<file path="src/rtl/avec_pkg.sv">
package avec_pkg;
  localparam int SLOT_COUNT = 32;
  localparam int BYTE_W     = 8;

  // Register write decode produces at most one of these per cycle.
  typedef struct packed {
    logic loadEnable;
    logic clearFlags;
    logic loadAvEn;
  } avecStrobes_t;
endpackage

</file>
<file path="src/rtl/avec_control.sv">
module avec_control
  import avec_pkg::*;
(
  input  logic         clk,
  input  logic         rstN,
  input  logic         regWrEn,
  input  logic [1:0]   regAddr,
  output avecStrobes_t strb
);
  always_comb begin
    strb = '0;
    if (regWrEn) begin
      case (regAddr)
        2'd0:    strb.loadEnable = 1'b1;
        2'd1:    strb.clearFlags = 1'b1;
        2'd2:    strb.loadAvEn   = 1'b1;
        default: strb = '0;
      endcase
    end
  end

  // a single write never fires two register actions
  p_one_strobe_r3: assert property (@(posedge clk) disable iff (!rstN)
    $onehot0({strb.loadEnable, strb.clearFlags, strb.loadAvEn}));
endmodule

</file>
<file path="src/rtl/avec_datapath.sv">
module avec_datapath
  import avec_pkg::*;
#(
  parameter int              NUM_SLOTS     = SLOT_COUNT,
  parameter int              ADDR_W        = 16,
  parameter logic [ADDR_W-1:0] VEC_ADDR    = 16'h0045,
  parameter logic [NUM_SLOTS-1:0] RESERVED_MASK = 32'h0E02_0080
)(
  input  logic                 clk,
  input  logic                 rstN,
  input  avecStrobes_t         strb,
  input  logic [NUM_SLOTS-1:0] wrData,
  input  logic [NUM_SLOTS-1:0] srcPulse,
  input  logic [ADDR_W-1:0]    fetchAddr,
  input  logic [BYTE_W-1:0]    memData,
  output logic [BYTE_W-1:0]    cpuData,
  output logic                 irqOut,
  output logic [BYTE_W-1:0]    vectorByte
);
  localparam int IDX_W = $clog2(NUM_SLOTS);

  logic [NUM_SLOTS-1:0] flagQ;
  logic [NUM_SLOTS-1:0] enQ;
  logic [NUM_SLOTS-1:0] activeVec;
  logic                 avEnQ;
  logic [IDX_W-1:0]     winIdx;

  // Per-slot storage; reserved slots build no flops at all.
  for (genvar s = 0; s < NUM_SLOTS; s++) begin : g_slot
    if (RESERVED_MASK[s]) begin : g_res
      assign flagQ[s] = 1'b0;
      assign enQ[s]   = 1'b0;
    end else begin : g_live
      always_ff @(posedge clk) begin
        if (!rstN) begin
          flagQ[s] <= 1'b0;
          enQ[s]   <= 1'b0;
        end else begin
          // set pulse wins over a same-cycle clear
          flagQ[s] <= srcPulse[s] | (flagQ[s] & ~(strb.clearFlags & wrData[s]));
          if (strb.loadEnable) enQ[s] <= wrData[s];
        end
      end
    end
  end

  always_ff @(posedge clk) begin
    if (!rstN)              avEnQ <= 1'b0;
    else if (strb.loadAvEn) avEnQ <= wrData[0];
  end

  assign activeVec = flagQ & enQ;

  // Lowest index wins: scan downwards so the last hit is the smallest.
  always_comb begin
    winIdx = '0;
    for (int i = NUM_SLOTS - 1; i >= 0; i--) begin
      if (activeVec[i]) winIdx = IDX_W'(i);
    end
  end

  assign irqOut     = |activeVec;
  assign vectorByte = BYTE_W'({winIdx, 2'b00});
  assign cpuData    = (avEnQ && (fetchAddr == VEC_ADDR)) ? vectorByte : memData;

  // a pending flag is only removed by an explicit clear
  p_flags_sticky_r2: assert property (@(posedge clk) disable iff (!rstN)
    ((flagQ & ($past(flagQ) & ~({NUM_SLOTS{$past(strb.clearFlags)}} & $past(wrData))))
      == ($past(flagQ) & ~({NUM_SLOTS{$past(strb.clearFlags)}} & $past(wrData)))));

  // an enabled live pulse raises the shared line next cycle
  p_pulse_raises_irq_r2: assert property (@(posedge clk) disable iff (!rstN)
    ((|(srcPulse & enQ & ~RESERVED_MASK)) && !strb.loadEnable) |=> irqOut);

  // with no request the vector reads zero
  p_idle_vector_zero_r5: assert property (@(posedge clk) disable iff (!rstN)
    !irqOut |-> (vectorByte == '0));

  // the winning slot is never a reserved one
  p_reserved_never_wins_r6: assert property (@(posedge clk) disable iff (!rstN)
    irqOut |-> !RESERVED_MASK[vectorByte[IDX_W+1:2]]);

  // with the switch off memory bytes reach the CPU untouched
  p_pass_when_off_r8: assert property (@(posedge clk) disable iff (!rstN)
    !avEnQ |-> (cpuData == memData));
endmodule

</file>
<file path="src/rtl/avec_unit.sv">
module avec_unit
  import avec_pkg::*;
#(
  parameter int NUM_SLOTS = SLOT_COUNT,
  parameter int ADDR_W    = 16
)(
  input  logic                 clk,
  input  logic                 rstN,
  input  logic [NUM_SLOTS-1:0] srcPulse,
  input  logic                 regWrEn,
  input  logic [1:0]           regAddr,
  input  logic [NUM_SLOTS-1:0] regWrData,
  input  logic [ADDR_W-1:0]    fetchAddr,
  input  logic [BYTE_W-1:0]    memData,
  output logic [BYTE_W-1:0]    cpuData,
  output logic                 irqOut,
  output logic [BYTE_W-1:0]    vectorByte
);
  avecStrobes_t strb;

  avec_control u_ctrl (
    .clk     (clk),
    .rstN    (rstN),
    .regWrEn (regWrEn),
    .regAddr (regAddr),
    .strb    (strb)
  );

  avec_datapath #(
    .NUM_SLOTS (NUM_SLOTS),
    .ADDR_W    (ADDR_W)
  ) u_dp (
    .clk        (clk),
    .rstN       (rstN),
    .strb       (strb),
    .wrData     (regWrData),
    .srcPulse   (srcPulse),
    .fetchAddr  (fetchAddr),
    .memData    (memData),
    .cpuData    (cpuData),
    .irqOut     (irqOut),
    .vectorByte (vectorByte)
  );
endmodule

</file>
<file path="config.mk">
export PLATFORM = sky130hd
export DESIGN_NAME = avec_unit
export DESIGN_NICKNAME = d
export VERILOG_FILES = /design/src/rtl/avec_pkg.sv /design/src/rtl/avec_control.sv /design/src/rtl/avec_datapath.sv /design/src/rtl/avec_unit.sv
export SDC_FILE = /design/constraint.sdc
export NUM_CORES = 1
export LEC_CHECK = 0
export BUFFER_PORTS_ARGS = -buffer_cell sky130_fd_sc_hd__buf_2
export CAP_MARGIN = 20
export CORE_MARGIN = 5
export CORE_UTILIZATION = 25
export CTS_BUF_LIST = sky130_fd_sc_hd__clkbuf_8 sky130_fd_sc_hd__clkbuf_16
export CTS_CLUSTER_SIZE = 24
export DETAILED_ROUTE_END_ITERATION = 6
export PLACE_DENSITY_LB_ADDON = 0.12
export SLEW_MARGIN = 20
export SYNTH_ARGS = -nofsm -noshare
export SYNTH_HDL_FRONTEND = slang
export SYNTH_SLANG_ARGS = --single-unit
</file>
<file path="constraint.sdc">
create_clock -name clk -period 2.05 [get_ports clk]
set_clock_uncertainty 0.2 [all_clocks]
set_input_delay 0 -clock clk [delete_from_list [all_inputs] [get_ports clk]]
set_output_delay 0 -clock clk [all_outputs]
set_load 0.005 [all_outputs]
</file>
Word-level counts from Yosys, hierarchy flattened
Cells that the tools add are included.
{"block": "word_totals", "regBits": 55, "latchBits": 0, "mem_bits_rw": 0, "romBits": 0, "in_bits": 93, "out_inout_bits": 17, "elab_cells": 207, "memories": 0}
{"block": "classes", "n_addsub": 0, "n_mul": 0, "div": 0, "order_cmp": 0, "eq_ne": 3, "n_shift": 0, "muxes": 37, "bitwise": 109, "reduce_logical": 3}
{"cell": "two-way mux 5 bit", "count": 32}
{"cell": "bitwise AND 1 bit", "count": 54}
{"cell": "bitwise AND 32 bit", "count": 1}
{"cell": "OR reduction 32 bit", "count": 1}
{"cell": "NOT 1 bit", "count": 27}
{"cell": "bitwise OR 1 bit", "count": 27}
{"cell": "== test 16 x 7 -> 1 bit (second input constant)", "count": 1}
{"cell": "two-way mux 8 bit", "count": 1}
{"cell": "two-way mux 1 bit", "count": 3}
{"cell": "two-way mux 3 bit", "count": 1}
{"cell": "== test 2 x 1 -> 1 bit (second input constant)", "count": 1}
{"cell": "== test 2 bit (second input constant)", "count": 1}
{"cell": "zero test 2 bit", "count": 1}
{"cell": "logical AND 1 bit", "count": 1}

Longest topological paths before layout
{"block": "depth", "depth_word": 34, "depth_mapped": 6, "mapped_depth_nobuf": 5}

Hierarchy
A second synthesis with hierarchy kept.
{"block": "hier_totals", "cells_unflattened": 305, "hier_area_um2": 2698.8}
{"module": "avec_datapath", "instances": 1, "cells_each": 302, "area_per_inst_um2": 2668.8, "seq_area_each_um2": 1101.1}
{"module": "avec_control", "instances": 1, "cells_each": 3, "area_per_inst_um2": 30.0, "seq_area_each_um2": 0.0}

Worst setup path before layout
OpenSTA, ideal clock, no wires.
{"block": "synth_path", "path_kind": "reg2out", "start": "reg u_dp.flagQ[13]", "end": "out cpuData[4]", "arrival_time_ns": 1.327, "setup_slack_ns": 0.523, "stages_incl_launch_ff": 6, "cell_sequence": "dfxtp_1 -> a22o_2 -> o311a_1 -> o31ai_2 -> a21oi_2 -> mux2_2"}
{"block": "synth_between", "elab_chain_cells": 16}
{"item": "start, declared", "line": "avec_datapath.sv:22", "source": "logic [NUM_SLOTS-1:0] flagQ;"}
{"item": "start signal, assigned by index", "line": "avec_datapath.sv:40", "source": "flagQ[s] <= srcPulse[s] | (flagQ[s] & ~(strb.clearFlags & wrData[s]));"}
{"item": "bitwise AND 32 bit", "line": "avec_datapath.sv:52", "source": "assign activeVec = flagQ & enQ;"}
{"item": "two-way mux 5 bit (14 in a row)", "line": "avec_datapath.sv:58", "source": "if (activeVec[i]) winIdx = IDX_W'(i);"}
{"item": "named net vectorByte[4]", "line": "avec_unit.sv:17", "source": "output logic [BYTE_W-1:0] vectorByte"}
{"item": "two-way mux 8 bit", "line": "avec_datapath.sv:64", "source": "assign cpuData = (avEnQ && (fetchAddr == VEC_ADDR)) ? vectorByte : memData;"}
{"item": "end, declared", "line": "avec_unit.sv:15", "source": "output logic [BYTE_W-1:0] cpuData,"}
The timed path passes the listed nets, and every way through them passes these cells.

Final worst setup path
{"block": "layout_path", "start": "reg u_dp.flagQ[19]", "end": "out cpuData[4]"}
{"block": "layout_between", "elab_chain_cells": 22}
{"item": "bitwise AND 32 bit", "line": "avec_datapath.sv:52"}
{"item": "two-way mux 5 bit (20 in a row)", "line": "avec_datapath.sv:58"}
{"item": "two-way mux 8 bit", "line": "avec_datapath.sv:64"}
Every way passes these cells.

==> run metrics <==
CP arrival 1.86 ns; Max Cap Viol 0; Ant. Diodes 0; share of layout cells above drive strength 1 30.00%; initial DRC count 86; P per Cell Area 532.1 nW/um^2; Vias 2994; f_max 486.2 MHz; Period minus WS final 2.057 ns; worst hold path type input port to output port; ys async rst share 0%; Syn-to-layout area delta 63.51%; Setup crit end kind output port; via-per-instance ratio 4.536; chip width 114.6 um; crit path cell chain a222oi_1 -> buf_4 -> o311a_4 -> o31ai_4 -> a21oi_2 -> mux2_2 -> buf_2; hold depth 4; initial antenna violation count 0; cell area after layout 4468 sq um; Slew HR 58.23%; maximum vdd ir drop 0.2785 mV; Post-synth EDFFs 0; critical path class flop to output port; Slowest-stage cell, CP dfxtp_1; WP buf/inv 2; worst skew pair latency 0.31 ns; area leader, netlist dfxtp_1; Top FF cell, synth dfxtp_1; failing checks setup timing; grt total ovfl 0; io pins 110; r2r setup slk 0.57 ns; reg2reg end u_dp.flagQ[13]$_SDFF_PN0_; wire per inst 13.89 um; Hold Slack 0.06458 ns; placed cell areas 3334 sq um; die area 13120 sq um; Tightest Pin Transition 0.6265 ns; DR pass1 iterations 5; CTS Buf Count 5; worst reg2reg path startpoint u_dp.flagQ[13]$_SDFF_PN0_; cell count after synthesis 340; DRT Wirelength 9165 um; post-synth top area share 40.29%; Total Nets Final 612; CTS sink cnt 55; vias in the first global route 3059; outcome finished, violations left; Synth Register Bits 55; area of the core 10790 sq um; sequential share of the synthesized area 40.29%; RSZ-0062 raised after global routing true; GP Congestion 0.7015; setup ws final -0.006633 ns; Port Buffers 96; Final ANT Viol Nets 0; count of cell types in the netlist 46; Initial Util 25.32%; H-tree depth 2; Top delay family on crit path compound AO/OA/AOI/OAI gates; synth warn 0; total track usage 13.93%; DRC violations left 0; CP max FO 4; Root Buffer clkbuf_8; Setup violations, final 2; Synth Cell Area 2733 sq um; crit-path max cell delay 0.43 ns; Area contributors post-synth dfxtp_1, nand2_1, a21boi_0; maximum clock insertion buffer count 2; Hold Fails Final Rpt 0; Final Slew Violations 0; Hold EP cpuData[2]; DP Wirelength 6336 um; Leak 1.858 nW; Reg clk slew, reported paths 0.10 ns; CTS tree built; crit share post-route 100.3%; Die Y 114.6 um; R2R depth 4; # rows 38; Critical Path RT 1.85 ns; largest net degree at the start of global routing 56; hold_sp memData[2]; Synth Area per Inst 8.037 sq um; first-pass GRT wire length 14720 um; setup_tns -0.007483 ns; crit path launch type flop
## through the flow
step           utilization [%]  setup slack, ns  cells  total power, mW
2_1_floorplan                -           0.5226    342            1.373
3_5_place_dp             30.90           0.2052    564            1.547
3_3_place_gp             30.90           0.2036    564            1.539
6_report                 41.40        -0.006633    660            2.377
4_1_cts                  40.67         -0.02898    660            2.389
5_1_grt                  41.40          -0.1534    660            2.510
## layer usage
layer,track usage (%),vias to the layer above,wire length [um]
met5,0,-,0
met4,2.375,0,64
met3,2.114,5,479
met2,25.03,76,4418
met1,17.75,1377,4202
li1,-,1536,-
## cell type report
class | count | area [sq um]
Fill cell | 1125 | 6325
Multi-Input combinational cell | 270 | 1687
Timing Repair Buffer | 187 | 1385
Sequential cell | 55 | 1117
Tap cell | 140 | 175.2
Clock buffer | 7 | 96.34
Clock inverter | 1 | 7.507
## worst max path at each step
stage,from,to,slack [ns],cells past startpoint
final,u_dp.flagQ[19]$_SDFF_PN0_,cpuData[4],-0.007,7
after detailed placement,u_dp.flagQ[16]$_SDFF_PN0_,cpuData[6],0.21,6
after global routing,u_dp.flagQ[16]$_SDFF_PN0_,cpuData[5],-0.15,7
after floorplan,u_dp.flagQ[13]$_SDFF_PN0_,cpuData[4],0.52,5
after global placement,u_dp.flagQ[16]$_SDFF_PN0_,cpuData[6],0.20,6
after CTS,u_dp.enQ[15]$_SDFFE_PN0P_,cpuData[4],-0.03,6
## cells by family (layout without fill, tap and decap cells)
group | count (synthesis) | after routing | synth area share (%)
AND/OR/NAND/NOR | 162 | 162 | 28.85
buffers and inverters | 17 | 195 | 3.068
flip-flops | 55 | 55 | 40.29
other | 1 | 3 | 0.1372
AO/OA/AOI/OAI | 100 | 100 | 25.64
multiplexers | 5 | 5 | 2.015
## cell usage after synthesis (2+ instances only)
cell type	n
nand2_1	104
dfxtp_1	55
a21oi_1	33
nor2b_1	31
a21boi_0	27
a22oi_1	14
buf_2	7
clkbuf_1	7
a22o_1	5
mux2_2	4
a21oi_2	3
buf_4	3
nand3_1	3
nand3b_1	3
nor2_1	3
a222oi_1	2
a31oi_1	2
and2_1	2
nand2b_1	2
nor3_1	2
o211ai_1	2
o31ai_1	2
## power breakdown
group	total [mW]	internal [mW]	switching [mW]
registers	1.19	1.13	0.0579
logic	0.517	0.311	0.206
clock network	0.675	0.309	0.366
total	2.38	1.75	0.630
## placed cells by master, fill, tap and decap left out, types with 2 or more instances in the layout
cell and n:
o211ai_1 2, mux2_4 3, a21oi_2 2, buf_6 3, a222oi_1 2, and2_1 2, a22oi_1 9, buf_4 8
nand3_2 2, a21oi_1 33, dlygate4sd3_1 82, buf_2 94, nor3_1 2, dfxtp_1 44, nor2b_1 31, nor2_1 2
o31ai_4 2, nand3b_1 3, a22oi_2 6, clkbuf_8 7, conb_1 3, dfxtp_2 10, nand2_1 103, a21boi_0 27
a22o_1 5
## worst min-delay path: stages
cell and delay, ns:
buf_2 0.08, nand2_1 0.04, o31ai_1 0.05, buf_2 0.10
## registers in the layout, indices dropped and copies added (netlist names)
signal	cells
u_dp.avEnQ	1
u_dp.enQ	27
u_dp.flagQ	27
## timing repair
item,in CTS,in global routing
hold buffers,82,0
setup endpoints to repair,6,27
gates resized for setup,23,15
endpoints found under the hold margin,55,0
pin swaps,9,8
setup buffers,6,0
Power figures use the tool's default switching activity.
